`src/rtl/asp_pkg.sv`:
```
// Shared definitions for the audio serial transmitter.
package asp_pkg;
    // Framing format codes; the numeric values are the fmt_sel encoding.
    typedef enum logic [1:0] {
        FMT_I2S = 2'd0,
        FMT_LJ  = 2'd1,
        FMT_RJ  = 2'd2,
        FMT_DSP = 2'd3
    } fmt_e;
endpackage

```
`src/rtl/asp_bit_timer.sv`:
```
// Bit-clock and slot timing generator.
// Divides the system clock into bit periods of 2*HALF_DIV cycles. The bit
// clock is low for the first half of each period and high for the second.
// The slot counter advances at each falling edge and wraps after FRAME_BITS
// periods. Assumes HALF_DIV >= 1 and FRAME_BITS >= 2.
module asp_bit_timer #(
    parameter int HALF_DIV   = 2,
    parameter int FRAME_BITS = 64,
    parameter int SW         = $clog2(FRAME_BITS)
) (
    input  logic          clk,
    input  logic          rst_n,
    output logic          bclk,
    output logic [SW-1:0] slot,
    output logic          frame_wrap
);
    localparam int DIV = 2 * HALF_DIV;
    localparam int DW  = (DIV > 1) ? $clog2(DIV) : 1;

    logic [DW-1:0] div_q;
    logic [SW-1:0] slot_q;
    logic          bclk_q;
    logic          rise_tick;
    logic          fall_tick;

    assign rise_tick  = (div_q == DW'(HALF_DIV - 1));
    assign fall_tick  = (div_q == DW'(DIV - 1));
    assign frame_wrap = fall_tick && (slot_q == SW'(FRAME_BITS - 1));

    // Divider: counts system cycles within one bit period.
    always_ff @(posedge clk) begin
        if (!rst_n)         div_q <= '0;
        else if (fall_tick) div_q <= '0;
        else                div_q <= div_q + 1'b1;
    end

    // Bit clock level: rises at mid-period, falls at the period end.
    always_ff @(posedge clk) begin
        if (!rst_n)         bclk_q <= 1'b0;
        else if (rise_tick) bclk_q <= 1'b1;
        else if (fall_tick) bclk_q <= 1'b0;
    end

    // Slot counter: advances at each falling edge and wraps per frame.
    always_ff @(posedge clk) begin
        if (!rst_n)          slot_q <= '0;
        else if (frame_wrap) slot_q <= '0;
        else if (fall_tick)  slot_q <= slot_q + 1'b1;
    end

    assign bclk = bclk_q;
    assign slot = slot_q;
endmodule

```
`src/rtl/asp_frame_latch.sv`:
```
// Frame-boundary capture of the sample pair and the configuration.
// At load_en the format and the clamped word width are always taken. The
// samples are taken only when pair_valid is also high; otherwise the old
// pair is kept for repetition. Assumes MIN_W <= MAX_W.
module asp_frame_latch
    import asp_pkg::*;
#(
    parameter int MAX_W = 24,
    parameter int MIN_W = 8,
    parameter int WW    = $clog2(MAX_W + 1)
) (
    input  logic             clk,
    input  logic             rst_n,
    input  logic             load_en,
    input  logic             pair_valid,
    input  logic [MAX_W-1:0] left_in,
    input  logic [MAX_W-1:0] right_in,
    input  logic [1:0]       fmt_in,
    input  logic [WW-1:0]    word_in,
    output logic [MAX_W-1:0] left_q,
    output logic [MAX_W-1:0] right_q,
    output fmt_e             fmt_q,
    output logic [WW-1:0]    word_q
);
    logic [WW-1:0] word_clamped;

    // Clamp the requested width into the supported range.
    always_comb begin
        if (word_in > WW'(MAX_W))      word_clamped = WW'(MAX_W);
        else if (word_in < WW'(MIN_W)) word_clamped = WW'(MIN_W);
        else                           word_clamped = word_in;
    end

    // Configuration capture: once per frame, unconditionally.
    always_ff @(posedge clk) begin
        if (!rst_n) begin
            fmt_q  <= FMT_I2S;
            word_q <= WW'(MAX_W);
        end else if (load_en) begin
            fmt_q  <= fmt_e'(fmt_in);
            word_q <= word_clamped;
        end
    end

    // Sample capture: only when a pair is offered at the boundary.
    always_ff @(posedge clk) begin
        if (!rst_n) begin
            left_q  <= '0;
            right_q <= '0;
        end else if (load_en && pair_valid) begin
            left_q  <= left_in;
            right_q <= right_in;
        end
    end

    AST_CFG_HOLD: assert property (@(posedge clk) disable iff (!rst_n)
        !load_en |=> ($stable(fmt_q) && $stable(word_q)));
    AST_WORD_RANGE: assert property (@(posedge clk) disable iff (!rst_n)
        (word_q >= WW'(MIN_W)) && (word_q <= WW'(MAX_W)));
    AST_PAIR_REPEAT: assert property (@(posedge clk) disable iff (!rst_n)
        !(load_en && pair_valid) |=> ($stable(left_q) && $stable(right_q)));
endmodule

```
`src/rtl/asp_slot_mapper.sv`:
```
// Combinational slot-to-bit mapper.
// From the current slot, the format and the word width it chooses the frame
// clock level and the sample bit for the data line. Offsets per format:
// I2S starts one slot after the half boundary, left-justified starts at it,
// right-justified ends at the last slot of the half, and DSP packs left then
// right from slot 0. Assumes FRAME_BITS = 2*SLOT_BITS and MAX_W < SLOT_BITS.
module asp_slot_mapper
    import asp_pkg::*;
#(
    parameter int MAX_W     = 24,
    parameter int SLOT_BITS = 32,
    parameter int WW        = $clog2(MAX_W + 1),
    parameter int SW        = $clog2(2 * SLOT_BITS)
) (
    input  logic [SW-1:0]    slot,
    input  fmt_e             fmt,
    input  logic [WW-1:0]    word,
    input  logic [MAX_W-1:0] left_s,
    input  logic [MAX_W-1:0] right_s,
    output logic             fclk,
    output logic             sdata
);
    localparam int FRAME_BITS = 2 * SLOT_BITS;
    localparam int IW         = $clog2(MAX_W);

    int            s_i;
    int            w_i;
    int            pos;
    int            off;
    int            k;
    logic          half;
    logic          active;
    logic          use_r;
    logic [IW-1:0] sel;

    // Slot decode: frame clock level and which sample bit, if any, is sent.
    always_comb begin
        s_i    = int'(slot);
        w_i    = int'(word);
        half   = (s_i >= SLOT_BITS);
        pos    = half ? (s_i - SLOT_BITS) : s_i;
        off    = 0;
        k      = 0;
        active = 1'b0;
        use_r  = 1'b0;
        fclk   = 1'b0;
        case (fmt)
            FMT_I2S: begin
                fclk = half;
                off  = 1;
            end
            FMT_LJ: begin
                fclk = !half;
                off  = 0;
            end
            FMT_RJ: begin
                fclk = !half;
                off  = SLOT_BITS - w_i;
            end
            default: begin
                fclk = (s_i == FRAME_BITS - 1);
            end
        endcase
        if (fmt == FMT_DSP) begin
            if (s_i < w_i) begin
                active = 1'b1;
                k      = s_i;
                use_r  = 1'b0;
            end else if (s_i < 2 * w_i) begin
                active = 1'b1;
                k      = s_i - w_i;
                use_r  = 1'b1;
            end
        end else begin
            k      = pos - off;
            active = (k >= 0) && (k < w_i);
            use_r  = half;
        end
        sel   = active ? IW'(w_i - 1 - k) : '0;
        sdata = active && (use_r ? right_s[sel] : left_s[sel]);
    end
endmodule

```
`src/rtl/audio_serial_tx.sv`:
```
// Multi-format stereo audio serial transmitter (clock master).
// Ties together the bit timer, the frame-boundary latch and the slot mapper.
// The outputs are decoded from registered state only, so they can change only
// on the system-clock edge where the bit clock falls. Assumes MAX_W < SLOT_BITS.
module audio_serial_tx
    import asp_pkg::*;
#(
    parameter int MAX_W     = 24,
    parameter int MIN_W     = 8,
    parameter int SLOT_BITS = 32,
    parameter int HALF_DIV  = 2
) (
    input  logic                        clk,
    input  logic                        rst_n,
    input  logic [1:0]                  fmt_sel,
    input  logic [$clog2(MAX_W+1)-1:0]  word_bits,
    input  logic                        pair_valid,
    output logic                        pair_ready,
    input  logic [MAX_W-1:0]            left_smp,
    input  logic [MAX_W-1:0]            right_smp,
    output logic                        bclk_out,
    output logic                        fclk_out,
    output logic                        sdata_out
);
    localparam int FRAME_BITS = 2 * SLOT_BITS;
    localparam int SW         = $clog2(FRAME_BITS);
    localparam int WW         = $clog2(MAX_W + 1);

    logic [SW-1:0]    slot;
    logic             frame_wrap;
    logic [MAX_W-1:0] left_q;
    logic [MAX_W-1:0] right_q;
    fmt_e             fmt_q;
    logic [WW-1:0]    word_q;

    asp_bit_timer #(
        .HALF_DIV   (HALF_DIV),
        .FRAME_BITS (FRAME_BITS),
        .SW         (SW)
    ) u_timer (
        .clk        (clk),
        .rst_n      (rst_n),
        .bclk       (bclk_out),
        .slot       (slot),
        .frame_wrap (frame_wrap)
    );

    asp_frame_latch #(
        .MAX_W (MAX_W),
        .MIN_W (MIN_W),
        .WW    (WW)
    ) u_latch (
        .clk        (clk),
        .rst_n      (rst_n),
        .load_en    (frame_wrap),
        .pair_valid (pair_valid),
        .left_in    (left_smp),
        .right_in   (right_smp),
        .fmt_in     (fmt_sel),
        .word_in    (word_bits),
        .left_q     (left_q),
        .right_q    (right_q),
        .fmt_q      (fmt_q),
        .word_q     (word_q)
    );

    asp_slot_mapper #(
        .MAX_W     (MAX_W),
        .SLOT_BITS (SLOT_BITS),
        .WW        (WW),
        .SW        (SW)
    ) u_mapper (
        .slot    (slot),
        .fmt     (fmt_q),
        .word    (word_q),
        .left_s  (left_q),
        .right_s (right_q),
        .fclk    (fclk_out),
        .sdata   (sdata_out)
    );

    // Handshake: acceptance is open only in the frame-boundary cycle.
    assign pair_ready = frame_wrap;

    AST_READY_SINGLE: assert property (@(posedge clk) disable iff (!rst_n)
        pair_ready |=> !pair_ready);
    AST_DATA_ON_FALL: assert property (@(posedge clk) disable iff (!rst_n)
        !$stable(sdata_out) |-> $fell(bclk_out));
    AST_FCLK_ON_FALL: assert property (@(posedge clk) disable iff (!rst_n)
        !$stable(fclk_out) |-> $fell(bclk_out));
endmodule

```
`config.mk`:
```
export PLATFORM = sky130hd
export DESIGN_NAME = audio_serial_tx
export DESIGN_NICKNAME = d
export VERILOG_FILES = /design/src/rtl/asp_pkg.sv /design/src/rtl/asp_bit_timer.sv /design/src/rtl/asp_frame_latch.sv /design/src/rtl/asp_slot_mapper.sv /design/src/rtl/audio_serial_tx.sv
export SDC_FILE = /design/constraint.sdc
export NUM_CORES = 1
export LEC_CHECK = 0
export ABC_AREA = 1
export CORE_ASPECT_RATIO = 0.6
export CORE_MARGIN = 5
export CORE_UTILIZATION = 55
export CTS_BUF_LIST = sky130_fd_sc_hd__clkbuf_8
export CTS_CLUSTER_DIAMETER = 100
export DETAILED_ROUTE_END_ITERATION = 10
export HOLD_SLACK_MARGIN = 0.06
export PLACE_DENSITY = 0.78
export SLEW_MARGIN = 20
export SYNTH_ARGS = -nofsm -noshare
export SYNTH_HDL_FRONTEND = slang
export SYNTH_SLANG_ARGS = --single-unit
```
`constraint.sdc`:
```
create_clock -name clk -period 6.4 [get_ports clk]
set_input_delay 1.92 -clock clk [delete_from_list [all_inputs] [get_ports clk]]
set_output_delay 1.92 -clock clk [all_outputs]
set_load 0.03 [all_outputs]
```
==> flow_summary.json <==
{
  "drtIter0Drc": 540,
  "p_sw_share_pct": 25.4,
  "seqPwrFrac_pct": 46.5,
  "clock-sinks": 64,
  "timing.rr.end": "u_latch.right_q[23]",
  "slew-limit-headroom_pct": 55.7,
  "routedWlPerCell_um": 16.0,
  "period_needed_ns": 6.40,
  "synthTopCellsByArea": "dfxtp_1, nand2_1, ha_1",
  "r2r-start": "u_timer.div_q[0]",
  "holdCritPathClass": "flip-flop to flip-flop",
  "synth_top_family_by_area": "simple AND/OR/NAND/NOR gates",
  "r2r_slack_ns": 3.69,
  "cts_buffer_depth": 2,
  "final-seq-area_um2": 1290,
  "fmax_mhz": 156,
  "tns_ns": 0,
  "grt_pass1_wl_um": 19500,
  "mostFrequentLayoutCell": "nand2_1",
  "avgViaCountPerCell": 5.80,
  "clk_latency_ns": 0.35,
  "cts_tree": "built",
  "grtUsageTotal_pct": 25.2,
  "wl_um": 12800,
  "fin_util_pct": 74.1,
  "area_growth_pct": 28.6,
  "initial_utilization_pct": 57.6,
  "period_share_pct": 99.9,
  "cp-start-kind": "flip-flop",
  "layout_common_cells": "nand2_1, nand3_1, a21oi_1",
  "path_clk_slew_ns": 0.07,
  "cp_slowest_stage_delay_ns": 0.40,
  "p_sw_uw": 220,
  "power_density_nw_per_um2": 158,
  "rows": 24,
  "skew_ns": 0.00971,
  "die_w_um": 124,
  "crit_required_ns": 4.48,
  "synth_compound_area_share_pct": 12.8,
  "tightest_slew_ns": 0.664,
  "grt_pass1_vias": 4090,
  "cts_inserted_buffers": 9,
  "combPwrFrac_pct": 12.9,
  "antenna_found_initial": 0,
  "synthAdderAreaFrac_pct": 13.2,
  "multi_input_area_um2": 2840,
  "n_antenna_cell": 0,
  "yosys.area_share.xor_xnor_pct": 2.06,
  "num_io_pins": 62,
  "grt_max_degree": 53,
  "dp_hpwl_um": 8750,
  "ys_seq_area_share_pct": 30.1,
  "vias": 4634,
  "core-area_um2": 7390,
  "root_buffer": "clkbuf_8",
  "hold_start": "u_timer.div_q[0]",
  "finalHoldViolations": 0,
  "crit_start": "u_latch.fmt_q[1]",
  "p_leak_uw": 0.00222,
  "synth-simple-area-share_pct": 32.7,
  "crit_slowest_cell": "dfxtp_4",
  "muxShareOfSynthArea_pct": 0,
  "endpoint_kind": "output pin",
  "syn_area_um2": 4260,
  "drv_cap": 0,
  "drc_errors": 0,
  "rsz0062_at_grt": "yes",
  "status": "finished, final reports clean",
  "ctsHoldBuffers": 0,
  "vdd.ir_drop.worst_uv": 139,
  "crit_top_cell": "nand3_1",
  "arrival_ns": 4.48,
  "p_int_uw": 645,
  "pwr-share-clk_pct": 40.6,
  "fillers": 592,
  "endpoint": "sdata_out",
  "yosys_warnings": 0,
  "io_buffers": 61,
  "final_antenna_net_count": 0,
  "drive_above_1_share_pct": 12.9,
  "die_y_um": 78.1,
  "setup_viol": 0,
  "setup.worst_path.class": "flip-flop to output pin",
  "grt-ovfl-total": 0,
  "syn_area_per_cell_um2": 6.90,
  "nets": 791,
  "die-area_um2": 9650,
  "routabilityCongestion": 0.939,
  "yosysTopAreaCell": "dfxtp_1",
  "synth_cell_types": 38,
  "r2r.worst_path.cells": 10,
  "dr.pass1.iters": 5,
  "synth_top_cell_area_share_pct": 30.1,
  "cp_max_fo": 7,
  "slew_violations": 0,
  "syn_inst": 617,
  "cts_htree_levels": 3,
  "ys_seq_elements": 64
}
power by group through the flow:
stage / sequential, uW / clock, uW / combinational, uW
2_1_floorplan: 413 / 0 / 50.3
3_3_place_gp: 412 / 0 / 98.5
3_5_place_dp: 412 / 0 / 102
4_1_cts: 403 / 351 / 105
5_1_grt: 402 / 374 / 122
6_report: 402 / 351 / 112
critical path: cells and delay by family, from the launching register on:
kind	cells	cell delay (ns)
and+or+nand+nor	20	2.03
AOI/OAI and AO/OA	2	0.30
adders and majority gates	4	0.91
DFF	1	0.40
buffers and inverters	4	0.49
how the worst min path moves through the flow:
stage | end | slack (ns) | depth (start not counted)
4_1_cts | u_timer.div_q[0] | 0.46 | 1
6_report | u_timer.div_q[0] | 0.46 | 1
3_5_place_dp | u_timer.div_q[0] | 0.44 | 1
3_3_place_gp | u_timer.div_q[0] | 0.43 | 1
2_1_floorplan | u_timer.div_q[0] | 0.42 | 1
5_1_grt | u_timer.div_q[0] | 0.47 | 1
synth_stat cells, drive strengths merged:
library cell and n:
xnor2 5, buf 10, o211ai 1, xor2 5, clkbuf 24, fa 3
nor3b 1, o21ai 17, o31ai 2, or2 1, o32a 1, dfxtp 64
nor3 2, o22ai 3, o21a 4, nand3b 2, inv 57, a21oi 67
o2111ai 1, a21o 1, o221ai 1, nand2 139, ha 40, nor4 1
conb 2, nand4 19, nand3 103, nor2 40, a31oi 1
flip-flops by register name (all words and copies together), names as in the netlist:
register	cells
u_timer.bclk	1
u_timer.div_q	2
u_latch.right_q	24
u_timer.slot	6
u_latch.left_q	24
u_latch.fmt_q	2
u_latch.word_q	5
through the flow:
| step | cells | area [um^2] | hold slack, ns | total power, uW | worst slack, ns |
|---|---|---|---|---|---|
| after global routing | 799 | 5470 | 0.472 | 899 | -0.254 |
| after detailed placement | 763 | 4920 | 0.442 | 514 | -0.0371 |
| after floorplan | 625 | 4290 | 0.421 | 464 | 0.629 |
| after global placement | 763 | 4920 | 0.428 | 510 | 0.137 |
| final | 799 | 5470 | 0.461 | 865 | 0.00389 |
| after CTS | 784 | 5220 | 0.458 | 859 | 0.00107 |
cell type report:
class / instances / area share (%)
clock buffer: 10 / 2.52
clock inverter: 6 / 1.10
inverter: 57 / 4.09
multi-input combinational: 475 / 52.0
sequential: 64 / 23.6
tap: 104 / 2.38
timing repair buffer: 83 / 14.4
repair_timing:
action / CTS / global route
endpoints found under the setup margin: 1 / 1
cloned: 2 / 4
pin swaps: 3 / 22
resized for setup: 12 / 36
buffers inserted: 3 / 11
routing by layer:
layer	up-vias	part of all wire [%]	routed length, um	GRT usage [%]
met3	38	9.9	1270	7.90
met1	2111	48	6090	37.7
met4	0	1.9	244	6.08
li1	2225	-	-	-
met2	260	40	5170	34.9
met5	-	0	0	0
logic make-up after synthesis:
family | after synthesis
and+or+nand+nor | 308
AOI/OAI and AO/OA | 99
buffers and inverters | 91
adders and majority gates | 43
DFF | 64
xor gates and xnor gates | 10
other | 2
Note: power is estimated with default switching activity, not from simulation.
